===== src/rtl/mbuf_dma_pkg.sv =====
package mbuf_dma_pkg;
  typedef enum logic [1:0] {
    ST_IDLE  = 2'd0,
    ST_READ  = 2'd1,
    ST_WRITE = 2'd2,
    ST_STALL = 2'd3
  } seq_st_e;
endpackage


===== src/rtl/mbuf_dma_ptr.sv =====
module mbuf_dma_ptr #(
  parameter int AW = 16
) (
  input  logic          clk_i,
  input  logic          rst_ni,
  input  logic [AW-1:0] base_i,
  input  logic          rld_en_i,
  input  logic          load_i,
  input  logic          nxt_buf_i,
  input  logic          step_i,
  output logic [AW-1:0] ptr_o
);
  logic [AW-1:0] ptr_q;

  always_ff @(posedge clk_i or negedge rst_ni) begin
    if (!rst_ni)                     ptr_q <= '0;
    else if (load_i)                 ptr_q <= base_i;
    else if (nxt_buf_i && rld_en_i)  ptr_q <= base_i;
    else if (step_i)                 ptr_q <= ptr_q + AW'(1);
  end

  assign ptr_o = ptr_q;
endmodule


===== src/rtl/mbuf_dma_beat_cnt.sv =====
module mbuf_dma_beat_cnt #(
  parameter int LW = 8
) (
  input  logic          clk_i,
  input  logic          rst_ni,
  input  logic [LW-1:0] len_i,
  input  logic          clr_i,
  input  logic          inc_i,
  output logic          last_o
);
  logic [LW-1:0] cnt_q;

  always_ff @(posedge clk_i or negedge rst_ni) begin
    if (!rst_ni)     cnt_q <= '0;
    else if (clr_i)  cnt_q <= '0;
    else if (inc_i)  cnt_q <= cnt_q + LW'(1);
  end

  assign last_o = (cnt_q == len_i - LW'(1));
endmodule


===== src/rtl/mbuf_dma_fsm.sv =====
module mbuf_dma_fsm
  import mbuf_dma_pkg::*;
(
  input  logic clk_i,
  input  logic rst_ni,
  input  logic en_set_i,
  input  logic en_clr_i,
  input  logic keep_on_i,
  input  logic auto_i,
  input  logic irq_en_i,
  input  logic last_i,
  output logic start_o,
  output logic step_o,
  output logic nxt_buf_o,
  output logic cnt_clr_o,
  output logic irq_set_o,
  output logic rd_en_o,
  output logic wr_en_o,
  output logic enabled_o,
  output logic stalled_o
);
  seq_st_e st_q, st_d;
  logic    abort_q;
  logic    abort_now;
  logic    buf_done;

  assign abort_now = abort_q | en_clr_i;
  assign buf_done  = (st_q == ST_WRITE) && last_i && !abort_now;

  always_comb begin
    st_d = st_q;
    unique case (st_q)
      ST_IDLE:  if (en_set_i) st_d = ST_READ;
      ST_READ:  st_d = ST_WRITE;
      ST_WRITE: begin
        if (abort_now)      st_d = ST_IDLE;
        else if (!last_i)   st_d = ST_READ;
        else if (!auto_i)   st_d = ST_IDLE;
        else if (irq_en_i)  st_d = ST_STALL;
        else                st_d = ST_READ;
      end
      ST_STALL: begin
        if (en_clr_i)       st_d = ST_IDLE;
        else if (keep_on_i) st_d = ST_READ;
      end
      default:  st_d = ST_IDLE;
    endcase
  end

  always_ff @(posedge clk_i or negedge rst_ni) begin
    if (!rst_ni) begin
      st_q    <= ST_IDLE;
      abort_q <= 1'b0;
    end else begin
      st_q <= st_d;
      // a disable seen in the read cycle lets the beat's write finish
      if (st_q == ST_READ) abort_q <= abort_q | en_clr_i;
      else                 abort_q <= 1'b0;
    end
  end

  assign start_o   = (st_q == ST_IDLE) && en_set_i;
  assign step_o    = (st_q == ST_WRITE);
  assign cnt_clr_o = start_o | buf_done;
  assign irq_set_o = buf_done && irq_en_i;
  assign nxt_buf_o = (buf_done && auto_i && !irq_en_i) ||
                     ((st_q == ST_STALL) && keep_on_i && !en_clr_i);
  assign rd_en_o   = (st_q == ST_READ);
  assign wr_en_o   = (st_q == ST_WRITE);
  assign enabled_o = (st_q != ST_IDLE);
  assign stalled_o = (st_q == ST_STALL);
endmodule


===== src/rtl/mbuf_dma_seq.sv =====
module mbuf_dma_seq #(
  parameter int AW = 16,
  parameter int DW = 32,
  parameter int LW = 8
) (
  input  logic          clk_i,
  input  logic          rst_ni,
  input  logic [AW-1:0] src_base_i,
  input  logic [AW-1:0] dst_base_i,
  input  logic [LW-1:0] buf_len_i,
  input  logic          auto_i,
  input  logic          src_rld_i,
  input  logic          dst_rld_i,
  input  logic          irq_en_i,
  input  logic          en_set_i,
  input  logic          en_clr_i,
  input  logic          keep_on_i,
  input  logic          irq_clr_i,
  output logic          rd_en_o,
  output logic [AW-1:0] rd_addr_o,
  input  logic [DW-1:0] rd_data_i,
  output logic          wr_en_o,
  output logic [AW-1:0] wr_addr_o,
  output logic [DW-1:0] wr_data_o,
  output logic          enabled_o,
  output logic          stalled_o,
  output logic          irq_o
);
  localparam int NPTR = 2;  // 0: source, 1: destination

  logic start, step, nxt_buf, cnt_clr, irq_set, last;
  logic [NPTR-1:0][AW-1:0] base, ptr;
  logic [NPTR-1:0]         rld;
  logic                    irq_q;

  assign base = {dst_base_i, src_base_i};
  assign rld  = {dst_rld_i, src_rld_i};

  mbuf_dma_fsm u_fsm (
    .clk_i     (clk_i),
    .rst_ni    (rst_ni),
    .en_set_i  (en_set_i),
    .en_clr_i  (en_clr_i),
    .keep_on_i (keep_on_i),
    .auto_i    (auto_i),
    .irq_en_i  (irq_en_i),
    .last_i    (last),
    .start_o   (start),
    .step_o    (step),
    .nxt_buf_o (nxt_buf),
    .cnt_clr_o (cnt_clr),
    .irq_set_o (irq_set),
    .rd_en_o   (rd_en_o),
    .wr_en_o   (wr_en_o),
    .enabled_o (enabled_o),
    .stalled_o (stalled_o)
  );

  mbuf_dma_beat_cnt #(.LW(LW)) u_cnt (
    .clk_i  (clk_i),
    .rst_ni (rst_ni),
    .len_i  (buf_len_i),
    .clr_i  (cnt_clr),
    .inc_i  (step),
    .last_o (last)
  );

  for (genvar g = 0; g < NPTR; g++) begin : g_ptr
    mbuf_dma_ptr #(.AW(AW)) u_ptr (
      .clk_i     (clk_i),
      .rst_ni    (rst_ni),
      .base_i    (base[g]),
      .rld_en_i  (rld[g]),
      .load_i    (start),
      .nxt_buf_i (nxt_buf),
      .step_i    (step),
      .ptr_o     (ptr[g])
    );
  end

  always_ff @(posedge clk_i or negedge rst_ni) begin
    if (!rst_ni)        irq_q <= 1'b0;
    else if (irq_set)   irq_q <= 1'b1;
    else if (irq_clr_i) irq_q <= 1'b0;
  end

  assign rd_addr_o = ptr[0];
  assign wr_addr_o = ptr[1];
  assign wr_data_o = rd_data_i;
  assign irq_o     = irq_q;
endmodule


===== config.mk =====
export PLATFORM = sky130hd
export DESIGN_NAME = mbuf_dma_seq
export DESIGN_NICKNAME = d
export VERILOG_FILES = /design/src/rtl/mbuf_dma_pkg.sv /design/src/rtl/mbuf_dma_ptr.sv /design/src/rtl/mbuf_dma_beat_cnt.sv /design/src/rtl/mbuf_dma_fsm.sv /design/src/rtl/mbuf_dma_seq.sv
export SDC_FILE = /design/constraint.sdc
export NUM_CORES = 1
export LEC_CHECK = 0
export ABC_AREA = 1
export BUFFER_PORTS_ARGS = -buffer_cell sky130_fd_sc_hd__buf_2
export CORE_MARGIN = 2
export CORE_UTILIZATION = 35
export CTS_CLUSTER_SIZE = 16
export DETAILED_ROUTE_END_ITERATION = 6
export SETUP_SLACK_MARGIN = 0.4
export SYNTH_ARGS = -nofsm -noshare
export SYNTH_HDL_FRONTEND = slang
export SYNTH_SLANG_ARGS = --single-unit

===== constraint.sdc =====
create_clock -name clk_i -period 2.8 [get_ports clk_i]
set_clock_uncertainty 0.2 [all_clocks]
set_input_delay 0.14 -clock clk_i [delete_from_list [all_inputs] [get_ports clk_i]]
set_output_delay 0.14 -clock clk_i [all_outputs]
set_load 0.05 [all_outputs]

* Yosys cells after proc, flatten, opt, wreduce, memory -nomap -nowiden *
Index checks and enable logic that the tools add are counted.
Widths: inputs -> output; s select.

word-level totals
  flip-flop bits (word level) = 44
  ROM bits = 0
  latch bits = 0
  memories kept = 0
  output and inout port bits = 69
  bits of input ports = 82
  word-level logic and storage cells = 58
  RAM bits = 0

cells by class
  order comparisons = 0
  $add $sub $neg = 4
  $mul = 0
  multiplexer cells = 19
  shift operators = 0
  eq/ne operators = 6
  bitwise gates (word level) = 2
  div/mod/pow operators = 0
  reductions and logical operators = 21

operator list
  cell                   count
  $mux 16                6
  $add 16x1->16 const B  2
  $mux 8                 2
  $mux 2                 7
  $logic_and 1x1->1      10
  $add 8x1->8 const B    1
  $eq 8x8->1             1
  $pmux 2 s4             1
  $sub 8x1->8 const B    1
  $reduce_bool 2->1      3
  $reduce_bool 3->1      2
  $eq 2x2->1 const B     2
  $logic_not 1->1        3
  $mux 1                 3
  $ne 3x3->1 const B     1
  $eq 2x1->1 const B     1
  $logic_not 2->1        1
  $ne 2x2->1 const B     1
  $or 1x1->1             2
  $reduce_and 2->1       1
  $logic_or 1x1->1       1

* Depth between registers and ports, before layout *
Gate-level depths: netlist of run 1.

  depth in word-level cells = 10
  depth in mapped cells = 17
  depth with buffers taken out = 16

* Modules after synthesis *
Synthesis of run 1 repeated with hierarchy kept, for this count alone.

unflattened totals
  cells, all modules = 540
  area, all modules = 3595.9 µm²

modules (own cells, without submodules)
  module             sequential area each (µm²)  cells each  times used  area each (µm²)
  mbuf_dma_ptr       400.4                       175         2           1174.9
  mbuf_dma_beat_cnt  200.2                       115         1           719.4
  mbuf_dma_seq       25.0                        37          1           280.3
  mbuf_dma_fsm       75.1                        38          1           246.5

* Worst setup path after synthesis of run 1 *
OpenSTA, ideal clock, no wires.

  kind = register to register
  from = register g_ptr[0].u_ptr.ptr_q[0]
  to = register g_ptr[0].u_ptr.ptr_q[12]
  path slack = 0.425 ns
  buffers on the path = 0
  clock period less this slack = 2.375 ns
  data required time = 2.481 ns
  arrival = 2.056 ns
  cell stages (with the launch flop) = 12
  library setup time = 0.119 ns
  cells stage by stage = dfrtp_1 ha_1 nand2_1 nor3b_1 nand4_1 nor2_1 nand2_1 xnor2_1 nand2_1 nand3_1 nand2_1 nand2_1

on the way
  word-level cells in the longest chain between the ends = 4

RTL lines
  item                    RTL line            text
  start, declared         mbuf_dma_ptr.sv:13  logic [AW-1:0] ptr_q;
  start signal, assigned  mbuf_dma_ptr.sv:17  else if (load_i) ptr_q <= base_i;
  start signal, assigned  mbuf_dma_ptr.sv:18  else if (nxt_buf_i && rld_en_i) ptr_q <= base_i;
  start signal, assigned  mbuf_dma_ptr.sv:19  else if (step_i) ptr_q <= ptr_q + AW'(1);
  $add 16x1->16           mbuf_dma_ptr.sv:19
  $mux 16                 mbuf_dma_ptr.sv:19
  $mux 16                 mbuf_dma_ptr.sv:18
  $mux 16                 mbuf_dma_ptr.sv:17

Every way passes these cells. The select of a mux whose other input is x is not followed.
A chain may end at the register's enable or synchronous reset.

* Worst setup path in the final report of run 1 *
  from = register u_cnt.cnt_q[0]
  to = register u_fsm.st_q[0]

on the way
  word-level cells in the longest chain between the ends = 4

RTL lines
  item                    RTL line                 text
  start, declared         mbuf_dma_beat_cnt.sv:11  logic [LW-1:0] cnt_q;
  start signal, assigned  mbuf_dma_beat_cnt.sv:16  else if (inc_i) cnt_q <= cnt_q + LW'(1);
  $eq 8x8->1              mbuf_dma_beat_cnt.sv:19  assign last_o = (cnt_q == len_i - LW'(1));
  $mux 2                  mbuf_dma_fsm.sv:37       else if (!last_i) st_d = ST_READ;
  $mux 2                  mbuf_dma_fsm.sv:36       if (abort_now) st_d = ST_IDLE;
  $pmux 2 s4              mbuf_dma_fsm.sv:32       unique case (st_q)
  end signal, assigned    mbuf_dma_fsm.sv:55       st_q <= st_d;
  end, declared           mbuf_dma_fsm.sv:22       seq_st_e st_q, st_d;

Every way passes these cells.

==> results of run 1 <==
[final cells by class]
type / instances / area [um2]
fillers: 980 / 5110
clock inverters: 1 / 30.0
repair buffers: 131 / 861
multi-input cells: 343 / 1710
inverters: 56 / 210
clock buffers: 7 / 96.3
flip-flops and latches: 44 / 1100
well taps: 129 / 161
[placed cells by master, fill, tap and decap left out, types with 2 or more instances in the layout]
cell type / n
ha_1: 4
buf_2: 86
nand3b_1: 6
nand3_1: 78
xnor2_1: 10
nor2_1: 43
dfrtp_1: 43
clkbuf_8: 7
nand2_2: 3
nor3b_1: 2
nand4_1: 20
xor2_1: 17
and3_1: 2
nand2_1: 119
dlygate4sd3_1: 37
inv_1: 56
nor3_1: 9
o21ai_0: 11
nor2_2: 4
a21oi_1: 11
buf_4: 8
[path summary, 6_finish.rpt]
check / start / to / slack (ns) / depth (start not counted)
worst max-delay path: u_cnt.cnt_q[0] / u_fsm.st_q[0] / 0.52 / 11
worst min-delay path: auto_i / u_fsm.st_q[1] / 0.02 / 4
worst max register to register: u_cnt.cnt_q[0] / u_fsm.st_q[0] / 0.52 / 11
worst min register to register: u_fsm.abort_q / u_fsm.abort_q / 0.33 / 2
max in group asynchronous: rst_ni / u_cnt.cnt_q[0] / 1.30 / 2
min in group asynchronous: rst_ni / g_ptr[1].u_ptr.ptr_o[4] / 0.37 / 2
[logic make-up (layout without fill, tap and decap cells)]
family / after synthesis / count (layout) / synth area share, %
AND/OR/NAND/NOR: 288 / 288 / 38.5
buffers and inverters: 106 / 195 / 16.6
flip-flops: 44 / 44 / 32.7
XOR/XNOR: 27 / 27 / 7.03
AO/OA/AOI/OAI: 24 / 24 / 3.64
adder cells (fa/ha/maj): 4 / 4 / 1.49
[layer usage]
layer / up-vias / GRT usage, % / part of all wire (%)
met2: 83 / 28.8 / 47
met5: - / 0 / 0
met3: 14 / 2.87 / 5.4
met4: 0 / 4.82 / 1.4
met1: 1477 / 22.3 / 47
li1: 1728 / - / -
[flip-flops by register name (all words and copies together) (netlist names)]
name               count
irq_o                  1
u_fsm.st_q             2
u_fsm.abort_q          1
g_ptr.u_ptr.ptr_o     32
u_cnt.cnt_q            8
[synth_stat cells, types with 9 or more instances]
cell	count
nand2_1	119
nand3_1	78
inv_1	56
dfrtp_1	44
nor2_1	44
buf_4	33
nand4_1	20
xor2_1	17
a21oi_1	11
o21ai_0	11
xnor2_1	10
nor3_1	9
[tightest hold or removal path: cells and delay by family]
kind	cells	cell delay, ns
buffers and inverters	2	0.17
AOI/OAI and AO/OA	1	0.13
and+or+nand+nor	1	0.04
[per-stage QoR]
stage	instances	utilization, %	hold WS [ns]
floorplan	493	-	-0.356
global placement	666	39.5	0.0803
detailed placement	666	39.5	0.0803
CTS	711	44.9	0.00862
global route	711	45.0	0.0294
finish	711	45.0	0.0169
[what timing repair did]
item                                   in CTS  in global routing
setup endpoints to repair                   0                  2
hold buffers                               37                  0
gates resized for setup                     0                  2
endpoints found under the hold margin      79                  0
[power by group]
group / switching (uW) / internal, uW / total [uW] / leakage [uW]
clock: 229 / 315 / 544 / 0.0000645
combinational: 1840 / 800 / 2640 / 0.00151
sequential: 332 / 908 / 1240 / 0.000546
total: 2400 / 2020 / 4430 / 0.00212
==> results.md, run 1 <==
- The flow ran to the end, and the final reports show no timing, DRC or antenna violations.
- For this block, the initial DRC count from the detailed router was 144.
- The die area is 10400 um2.
- Setup repair after global routing left no endpoint under its margin.
- Power comes to 4430 uW.
- The die outline width is 102 um.
- STA classifies the critical path startpoint as a flip-flop.
- The share of synthesized flip-flops with an asynchronous set or reset is 100%.
- The clock latency at the later pin of the worst-skew pair is 0.30 ns.
- The cell sitting at the root of the clock tree is a clkbuf_8.
- The capturing element type of the critical path is a flip-flop.
- The number of global-route vias before repair is 3178.
- Measured against its own limit, the worst slew margin works out to 29.3%.
- For the pin with the worst max-slew slack, the measured transition is 1.06 ns.
- Counting both buffers and inverters, the worst setup path holds a total of 2.
- The count of TritonRoute iterations in the first routing pass is 5.
- The first global-routing pass estimated 14.3 mm of wire.
- The number of antenna diodes is 0.
- VDD sags by at most 946 uV.
- The upper clock frequency limit is 439 MHz.
- Timing analysis after detailed placement gives a worst setup slack of 0.438 ns.
- Pin placement for this block handled 151 I/O pins.
- The critical path data arrival time is 2.26 ns.
- The area growth from synthesis to layout is 24.1%.
- The power per cell area is 1060 nW/um2.
- The number of nets handed over by synthesis was 579.
- Dividing the final minimum period by the clock period gives 81.4%.
- On the critical path, the stage with the largest delay is an instance of dlygate4sd3_1.
- The proportion of layout cells with a drive suffix above 1 is 19.1%.
- The count of final max-slew check failures was 0.
- Using the TritonRoute via totals, the vias-per-cell ratio works out to 4.64.
- Across all setup checks in the final design, the least slack found is 0.520 ns.
- The y dimension of the die is 102 um.
- The clock net in this run drives a total of 44 sinks.
- The instance area at placement is 3670 um2.
- The largest stage delay on the critical path is 0.56 ns.
- The half-perimeter wire length after detailed placement is 6.13 mm.
- Traced cell by cell, the critical path runs through nand2_1 -> inv_1 -> nor2_1 -> nand2_1 -> nor2_1 -> nand4_1 -> nor2_2 -> nand2_1 -> o21ai_0 -> a21oi_1 -> dlygate4sd3_1.
- Entering global routing, the biggest net connects 45 pins.
- Broken down by cell family, the worst path's largest delay share belongs to simple AND/OR/NAND/NOR gates.
- The number of nets in the layout is 667.
- In this run the remaining antenna-violating nets after routing total 0.
- The overall routed net length is 8.60 mm.
- The setup-violating endpoint count in the final report is 0.
- The number of setup buffers added after CTS is 0.
- TritonCTS built the clock tree.
- The setup TNS is 0 ns.
- After clock tree synthesis, the clock-pin slew on the worst setup and hold paths is 0.08 ns.
- The number of antenna violations at the first check in global routing is 0.
- In this run, synthesis produced a sequential element count of 44.
- The number of synthesis warnings is 0.
- The combined global-route utilization of all metal layers is 17.0%.
- The leakage power figure is 0.00212 uW.
- The H-tree was split into 2 levels.
- The number of hold-slack violations in the final timing report is 0.
- The portion of the post-synthesis area used by sequential elements is 32.7%.
- Input and output buffers added on the ports amount to 86.
- The core region area is 9280 um2.
- The number of standard cells after synthesis is 493.
- After detailed routing, the average wire length per cell comes to 12.1 um.
- The required arrival time at the worst endpoint is 2.78 ns.
- The path type of the worst min-delay path is in2reg.
- The clock tree buffer depth is 2.
- The total number of vias is 3302.
- Once the floorplan was initialized, standard cells occupied 36.2% of the core.
- The classification of the worst setup path is reg2reg.
- The biggest area contributor in the post-synthesis netlist is dfrtp_1.
- A synthesized cell averages 6.82 um2.
- The number of flops mapped to enable cells by yosys is 0.
- The initialized floorplan defines 35 standard-cell rows.
- Ranked by total cell area, the synthesized netlist is headed by dfrtp_1 (33%), nand2_1 (13%), nand3_1 (12%).
- The max-cap violation count is 0.
- The netlist uses 25 different library cells.
- The peak fanout along the critical path is 5.
- The post-synthesis instance area is 3360 um2.
- The number of remaining DRC errors is 0.
- The finished cells cover 4170 um2.
- The most common cell type on the critical path is nand2_1.
- The final weighted congestion in routability-driven placement is 0.853.
- Global routing finished with a remaining overflow of 0.
- The number of buffers added by the clock tree synthesis step is 5.
- The shortest period the worst path allows is 2.28 ns.
- The dominant synthesized flop cell is dfrtp_1.
- The proportion of netlist area held by the largest area contributor is 32.7%.
(Power assumes the default switching activity.)
==> run 2: changes to the inputs <==
--- a/config.mk
+++ b/config.mk
@@ -5,7 +5,7 @@
 export SDC_FILE = /design/constraint.sdc
 export NUM_CORES = 1
 export LEC_CHECK = 0
-export ABC_AREA = 1
+export ABC_AREA = 0
 export BUFFER_PORTS_ARGS = -buffer_cell sky130_fd_sc_hd__buf_2
 export CORE_MARGIN = 2
 export CORE_UTILIZATION = 35
==> constraint.sdc (replaced) <==
create_clock -name clk_i -period 2 [get_ports clk_i]
set_clock_uncertainty 0.2 [all_clocks]
set_input_delay 0.1 -clock clk_i [delete_from_list [all_inputs] [get_ports clk_i]]
set_output_delay 0.1 -clock clk_i [all_outputs]
set_load 0.05 [all_outputs]
==> results.md, run 2 <==
- The run finished, with violations left.
- The final reports fail on setup timing.
- The worst-case setup margin in the final layout is -0.179 ns (-0.699 ns).
- The overall routed net length is 11.2 mm (+30%).
- The instance area at placement is 4420 um2 (+20%).
- The clock-pin slew reported for the worst setup and hold paths after clock tree synthesis was 0.09 ns (about the same).
- The start point of the worst hold path is rd_data_i[28].
- The wire length on met3 was 645 um (+40%).
- The power per cell area is 1310 nW/um2 (+24%).
- The combined global-route utilization of all metal layers is 20.9% (+4.0 points).
- The library cell used most frequently in the layout, excluding fill and tap cells, is buf_2.
- The required arrival time at the worst endpoint is 2.00 ns (-0.78 ns).
- The signal on the critical path passes through xnor3_1 -> and4b_1 -> a21o_1 -> o21ai_4 -> o21a_4 -> clkbuf_16 -> mux2_4.
- Counting instances in the post-synthesis netlist gives the leading cell types as dfrtp_1 (44), buf_4 (33), nor2_1 (28), nand2_1 (27), xnor2_1 (23).
- The peak fanout along the critical path was 5 (unchanged).
- The final standard cell count with taps included and fillers excluded is 671 (-5.6%).
- Among all flip-flop cells after synthesis, the most frequent one is dfrtp_1.
- The count of final max-slew check failures was 0 (unchanged).
- The die area is 10700 um2 (+2.7%).
- The leakage power figure was 0.00238 uW (+12%).
- Of all cell types, the one taking the most synthesized area is dfrtp_1.
- The placement row count is 36 (+2.9%).
- The area added between synthesis and finish is 51.3%.
- The number of nets in the synthesized netlist is 469 (-19%).
- The path class of the tightest hold or removal check is in2out.
- The clock root buffer is clkbuf_8.
- The max-cap violation count is 0 (unchanged).
- The setup slack at placement came to -0.270 ns (-0.709 ns).
- The number of buffers added by the clock tree synthesis step is 5 (unchanged).
- The maximum number of pins on one net before global-route repair is 22 (-51%).
- The count of TritonRoute iterations in the first routing pass was 4 (-1).
- In the layout the commonest cells are buf_2 (82), buf_4 (60), dlygate4sd3_1 (37), dfrtp_1 (28), nor2_1 (26).
- The cell type group with the largest total delay on the critical path is compound AO/OA/AOI/OAI gates.
- In the post-synthesis netlist, the biggest area contributors are dfrtp_1 (32%), buf_4 (7.2%), xnor2_1 (5.8%).
- The number of flip-flops under the largest register name is 32 (unchanged).
- The violation count after the first detailed-routing iteration is 186 (+29%).
- The count of different cell masters after synthesis is 57 (+130%).
- The global-route wire length before repair is 17.5 mm (+22%).
- The die outline width is 103 um (+1.3%).
- The final weighted congestion in routability-driven placement is 0.838 (-1.8%).
- STA classifies the critical path endpoint as a flip-flop.
- The portion of the post-synthesis area used by sequential elements came to 31.8% (-0.90 points).
- The aggregate global routing overflow came to 0 (unchanged).
- The standard cell with the maximum stage delay on the critical path is dfrtp_1.
- The number of remaining DRC errors is 0 (unchanged).
- The half-perimeter wire length after detailed placement is 7.90 mm (+29%).
- The number of nets in the layout is 623 (-6.6%).
- The remaining antenna violation count is 0 (unchanged).
- The share of synthesized flip-flops with an asynchronous set or reset is 100% (unchanged).
- The normalized max-slew margin is 71.3% (+42 points).
- The number of buffers added on ports is 86 (unchanged).
- The post-route standard cell area excluding fillers is 5240 um2 (+25%).
- The number of sinks driven by the clock tree is 44 (unchanged).
- The number of H-tree branching levels came to 2 (unchanged).
- The core region area came to 9680 um2 (+4.3%).
- The number of antenna violations at the first check in global routing came to 0 (unchanged).
- The clock tree buffer depth is 2 (unchanged).
- The clock latency at the later pin of the worst-skew pair was 0.31 ns (about the same).
- The number of antenna diodes is 0 (unchanged).
- The setup-violating endpoint count in the final report is 41 (+41).
- The number of buffer and inverter instances along the worst setup path came to 1 (-1).
- The number of synthesis warnings was 0 (unchanged).
- The slew at the pin closest to its max-slew limit is 0.430 ns (-0.630 ns).
- The per-cell routed wire length is 16.7 um (+38%).
- The sum of routed wire segments on met1 is 4.80 mm (+19%).
- The number of flops mapped to enable cells by yosys is 0 (unchanged).
- The upper clock frequency limit is 459 MHz (+4.6%).
- The largest stage delay on the critical path is 0.43 ns (-0.13 ns).
- The number of global-route vias before repair came to 3623 (+14%).
- The detail-routed via count per cell is 5.26 (+13%).
- The y dimension of the die is 103 um (+1.3%).
- Routed signal wires occupy layers up through met4.
- The number of standard cells after synthesis is 383 (-22%).
- The number of placed cells counting well taps came to 618 (-7.2%).
- The period utilization came to 109% (+28 points).
- The critical path startpoint is u_cnt.cnt_q[6].
- The total number of vias is 3527 (+6.8%).
- The synthesized flop and latch total is 44 (unchanged).
- The classification of the worst setup path is reg2reg.
- The peak supply drop is 1050 uV (+11%).
- TritonCTS built the clock tree.
- The category of the worst setup path launch point is a flip-flop.
- The filler cell count in the final layout came to 885 (-9.7%).
- The critical path data arrival time is 2.18 ns (-0.08 ns).
- The number of placed I/O pins is 151 (unchanged).
- Setup repair after global routing could not meet its margin everywhere.
- The proportion of layout cells with a drive suffix above 1 is 46.8% (+28 points).
- The initial cell density of the core is 35.7% (-0.52 points).
- The cell with the most instances after synthesis is dfrtp_1.
- The post-synthesis instance area is 3460 um2 (+2.8%).
- The routed length on met2 is 5.60 mm (+40%).
- In this run the critical register-to-register path is launched from u_cnt.cnt_q[6].
- The number of hold-slack violations in the final timing report was 0 (unchanged).
- The per-instance average area after synthesis is 9.03 um2 (+32%).
- The shortest period the worst path allows is 2.18 ns (-0.101 ns).
- The proportion of netlist area held by the largest area contributor is 31.8% (-0.90 points).
[run 2: area by class of cell]
class                   count  area, um2  area share (%)
clock buffers               5       68.8            1.31
clock inverters             3       18.8           0.359
inverters                   7       31.3           0.598
multi-input cells         286       2370            45.3
flip-flops and latches     44       1120            21.4
well taps                 133        166            3.18
repair buffers            193       1460            27.8
[run 2: worst paths after layout]
path | to | slack, ns | cells after the start
worst max-delay path | g_ptr[1].u_ptr.ptr_o[0] | -0.18 | 7
worst min-delay path | wr_data_o[28] | 0.00002 | 0
worst max register to register | g_ptr[1].u_ptr.ptr_o[0] | -0.18 | 7
worst min register to register | irq_o | 0.33 | 1
max in group asynchronous | g_ptr[0].u_ptr.ptr_o[1] | 1.06 | 3
min in group asynchronous | g_ptr[0].u_ptr.ptr_o[5] | 0.04 | 2
[run 2: worst reg2reg max path, cell delays in order, from the launching register on]
cell	delay [ns]
dfrtp_1	0.43
xnor3_1	0.24
and4b_1	0.19
a21o_1	0.20
o21ai_4	0.17
o21a_4	0.19
clkbuf_16	0.16
mux2_4	0.29
[run 2: cells by family after synthesis]
logic type | after synthesis | synth area share (%)
AO/OA/AOI/OAI | 75 | 16.7
AND/OR/NAND/NOR | 155 | 24.8
flip-flops | 44 | 31.8
XOR/XNOR | 39 | 10.3
multiplexers | 13 | 5.21
adder cells (fa/ha/maj) | 4 | 1.45
buffers and inverters | 53 | 9.69
[run 2: stage by stage]
| step | hold slack [ns] | utilization, % | power [uW] | TNS (ns) |
|---|---|---|---|---|
| 3_3_place_gp | -0.142 | 45.6 | 5760 | -5.37 |
| 4_1_cts | 0.000341 | 51.9 | 6710 | -4.08 |
| 3_5_place_dp | -0.138 | 45.6 | 5830 | -7.22 |
| 2_1_floorplan | -0.396 | - | 4740 | -0.716 |
| 6_report | 0.0000164 | 54.1 | 6870 | -4.40 |
| 5_1_grt | 0.0000718 | 54.1 | 7300 | -8.77 |
[run 2: layer usage]
metal | up-vias | GRT usage, %
li1 | 1691 | -
met1 | 1700 | 27.3
met2 | 117 | 35.6
met3 | 19 | 3.29
met4 | 0 | 6.48
met5 | - | 0
[run 2: power breakdown]
group,switching (uW),internal (uW),total [uW]
combinational,2700,1860,4560
clock,354,245,598
sequential,421,1290,1710
[run 2: what timing repair did]
item	in CTS	in global routing
hold buffers	37	0
pin swaps	2	22
setup buffers	3	3
resized for setup	34	29
gates cloned	1	1
setup endpoints to repair	47	46
hold endpoints to repair	79	0
==> run 3: changes to the inputs <==
--- a/config.mk
+++ b/config.mk
@@ -12,6 +12,7 @@
 export CTS_CLUSTER_SIZE = 16
 export DETAILED_ROUTE_END_ITERATION = 6
 export SETUP_SLACK_MARGIN = 0.4
+export SKIP_LAST_GASP = 1
 export SYNTH_ARGS = -nofsm -noshare
 export SYNTH_HDL_FRONTEND = slang
 export SYNTH_SLANG_ARGS = --single-unit
==> results.md, run 3 (same netlist as run 2, synthesis figures left out) <==
- Setup repair after global routing could not meet its margin everywhere.
- The category of the worst setup path launch point is a flip-flop.
- The number of sinks driven by the clock tree was 44 (unchanged).
- The number of flip-flops under the largest register name was 32 (unchanged).
- The classification of the worst setup path is reg2reg.
- STA classifies the critical path endpoint as a flip-flop.
- The number of remaining DRC errors is 0 (unchanged).
- The core region area is 9680 um2 (unchanged).
- The number of buffers added by the clock tree synthesis step was 5 (unchanged).
- The leakage power figure is 0.00237 uW (-0.39%).
- The slew at the pin closest to its max-slew limit is 0.430 ns (+0.0000314 ns).
- The maximum number of pins on one net before global-route repair is 22 (unchanged).
- The die area came to 10700 um2 (unchanged).
- The initial cell density of the core is 35.7% (unchanged).
- The max-cap violation count is 0 (unchanged).
- The clock share of power came to 8.7% (about the same).
- The upper clock frequency limit is 459 MHz (about the same).
- The checks that failed: setup timing.
- The number of buffers added on ports is 86 (unchanged).
- The setup slack at placement is -0.270 ns (unchanged).
- The die outline width is 103 um (unchanged).
- The combined global-route utilization of all metal layers came to 20.9% (about the same).
- The post-route standard cell area excluding fillers is 5220 um2 (-0.22%).
- The path type of the worst min-delay path is in2out.
- The global-route wire length before repair is 17.5 mm (about the same).
- The number of nets in the layout came to 623 (unchanged).
- The period utilization is 109% (about the same).
- The required arrival time at the worst endpoint was 2.00 ns (about the same).
- The violation count after the first detailed-routing iteration is 192 (+3.2%).
- The critical path data arrival time is 2.18 ns (about the same).
- The final standard cell count with taps included and fillers excluded came to 671 (unchanged).
- The shortest period the worst path allows is 2.18 ns (-0.000544 ns).
- The normalized max-slew margin was 71.3% (about the same).
- The number of placed cells counting well taps is 618 (unchanged).
- The top cell types in the final layout, fill and taps aside, are buf_2 (82), buf_4 (60), dlygate4sd3_1 (37), dfrtp_1 (28), nor2_1 (26).
- The area added between synthesis and finish is 51.0%.
- The per-cell routed wire length is 16.6 um (-0.30%).
- The clock tree buffer depth is 2 (unchanged).
- The clock latency at the later pin of the worst-skew pair was 0.31 ns (about the same).
- The peak fanout along the critical path is 5 (unchanged).
- The number of placed I/O pins was 151 (unchanged).
- The power per cell area is 1310 nW/um2 (+0.16%).
- The overall routed net length was 11.2 mm (-0.30%).
- The instance area at placement is 4420 um2 (unchanged).
- The count of final max-slew check failures came to 0 (unchanged).
- The combinational fraction of design power is 66.4% (about the same).
- The placement row count is 36 (unchanged).
- The total number of vias is 3533 (+0.17%).
- The y dimension of the die is 103 um (unchanged).
- The number of hold-slack violations in the final timing report was 0 (unchanged).
- The library cell used most frequently in the layout, excluding fill and tap cells, is buf_2.
- The switching component of the power was 3470 uW (about the same).
- The aggregate global routing overflow is 0 (unchanged).
- The power share of the sequential group came to 24.9% (about the same).
- The number of antenna violations at the first check in global routing was 0 (unchanged).
- The proportion of layout cells with a drive suffix above 1 came to 46.7% (-0.19 points).
- The number of global-route vias before repair is 3623 (unchanged).
- The number of H-tree branching levels was 2 (unchanged).
- The number of antenna diodes came to 0 (unchanged).
- The peak supply drop is 1050 uV (about the same).
- The setup-violating endpoint count in the final report was 41 (unchanged).
- The internal power of the cells is 3400 uW (about the same).
- The clock root buffer is clkbuf_8.
- The worst-case setup margin in the final layout is -0.179 ns (+0.000544 ns).
- The count of TritonRoute iterations in the first routing pass came to 4 (unchanged).
- The switching portion of total power is 50.5% (about the same).
- The detail-routed via count per cell came to 5.27 (+0.17%).
- The final weighted congestion in routability-driven placement was 0.838 (unchanged).
- The clock-pin slew reported for the worst setup and hold paths after clock tree synthesis is 0.09 ns (about the same).
- The final total power came to 6870 uW (about the same).
- The smallest hold slack is 0.0000164 ns (unchanged).
- The half-perimeter wire length after detailed placement came to 7.90 mm (unchanged).
- TritonCTS built the clock tree.
- The remaining antenna violation count is 0 (unchanged).
- The run finished, with violations left.
-- run 3: timing repair --
| action | in CTS | in global routing |
|---|---|---|
| hold buffers | 37 | 0 |
| setup endpoints to repair | 47 | 46 |
| pin swaps | 2 | 22 |
| gates resized for setup | 32 | 29 |
| hold endpoints to repair | 79 | 0 |
| buffers inserted | 3 | 3 |
| gates cloned | 1 | 1 |
-- run 3: per-layer routing --
layer	vias up	global-route usage (%)	routed length (um)
met4	0	6.48	155
met3	23	3.29	676
li1	1691	-	-
met2	138	35.5	5550
met5	-	0	0
met1	1681	27.3	4770
-- run 3: stage by stage --
step                TNS, ns  util [%]
detailed placement    -7.22      45.6
finish                -4.41      53.9
global placement      -5.37      45.6
global route          -8.78      53.9
CTS                   -4.08      51.8
floorplan            -0.716         -
-- run 3: worst paths after layout --
kind / startpoint / to / depth (start not counted) / slack (ns)
min reg2reg: irq_o / irq_o / 1 / 0.33
max reg2reg: u_cnt.cnt_q[6] / g_ptr[1].u_ptr.ptr_o[0] / 7 / -0.18
min: rd_data_i[28] / wr_data_o[28] / 0 / 0.00002
max: u_cnt.cnt_q[6] / g_ptr[1].u_ptr.ptr_o[0] / 7 / -0.18
max in group asynchronous: rst_ni / g_ptr[0].u_ptr.ptr_o[1] / 3 / 1.05
min in group asynchronous: rst_ni / g_ptr[0].u_ptr.ptr_o[5] / 2 / 0.04
-- run 3: area by class of cell --
cell class	instances	area, um2
Sequential cell	44	1120
Timing Repair Buffer	193	1460
Fill cell	888	4460
Inverter	7	31.3
Tap cell	133	166
Clock inverter	3	18.8
Multi-Input combinational cell	286	2360
Clock buffer	5	68.8
-- run 3: power by group through the flow --
stage	Clock [uW]	Sequential (uW)	Combinational [uW]
global placement	0	1690	4080
global route	645	1770	4880
CTS	609	1700	4390
floorplan	0	2790	1950
finish	597	1710	4560
detailed placement	0	1700	4130
-- run 3: critical path, stage by stage, from the launching register on --
cell	delay [ns]
dfrtp_1	0.43
xnor3_1	0.24
and4b_1	0.19
a21o_1	0.20
o21ai_4	0.17
o21a_4	0.19
clkbuf_16	0.15
mux2_4	0.29
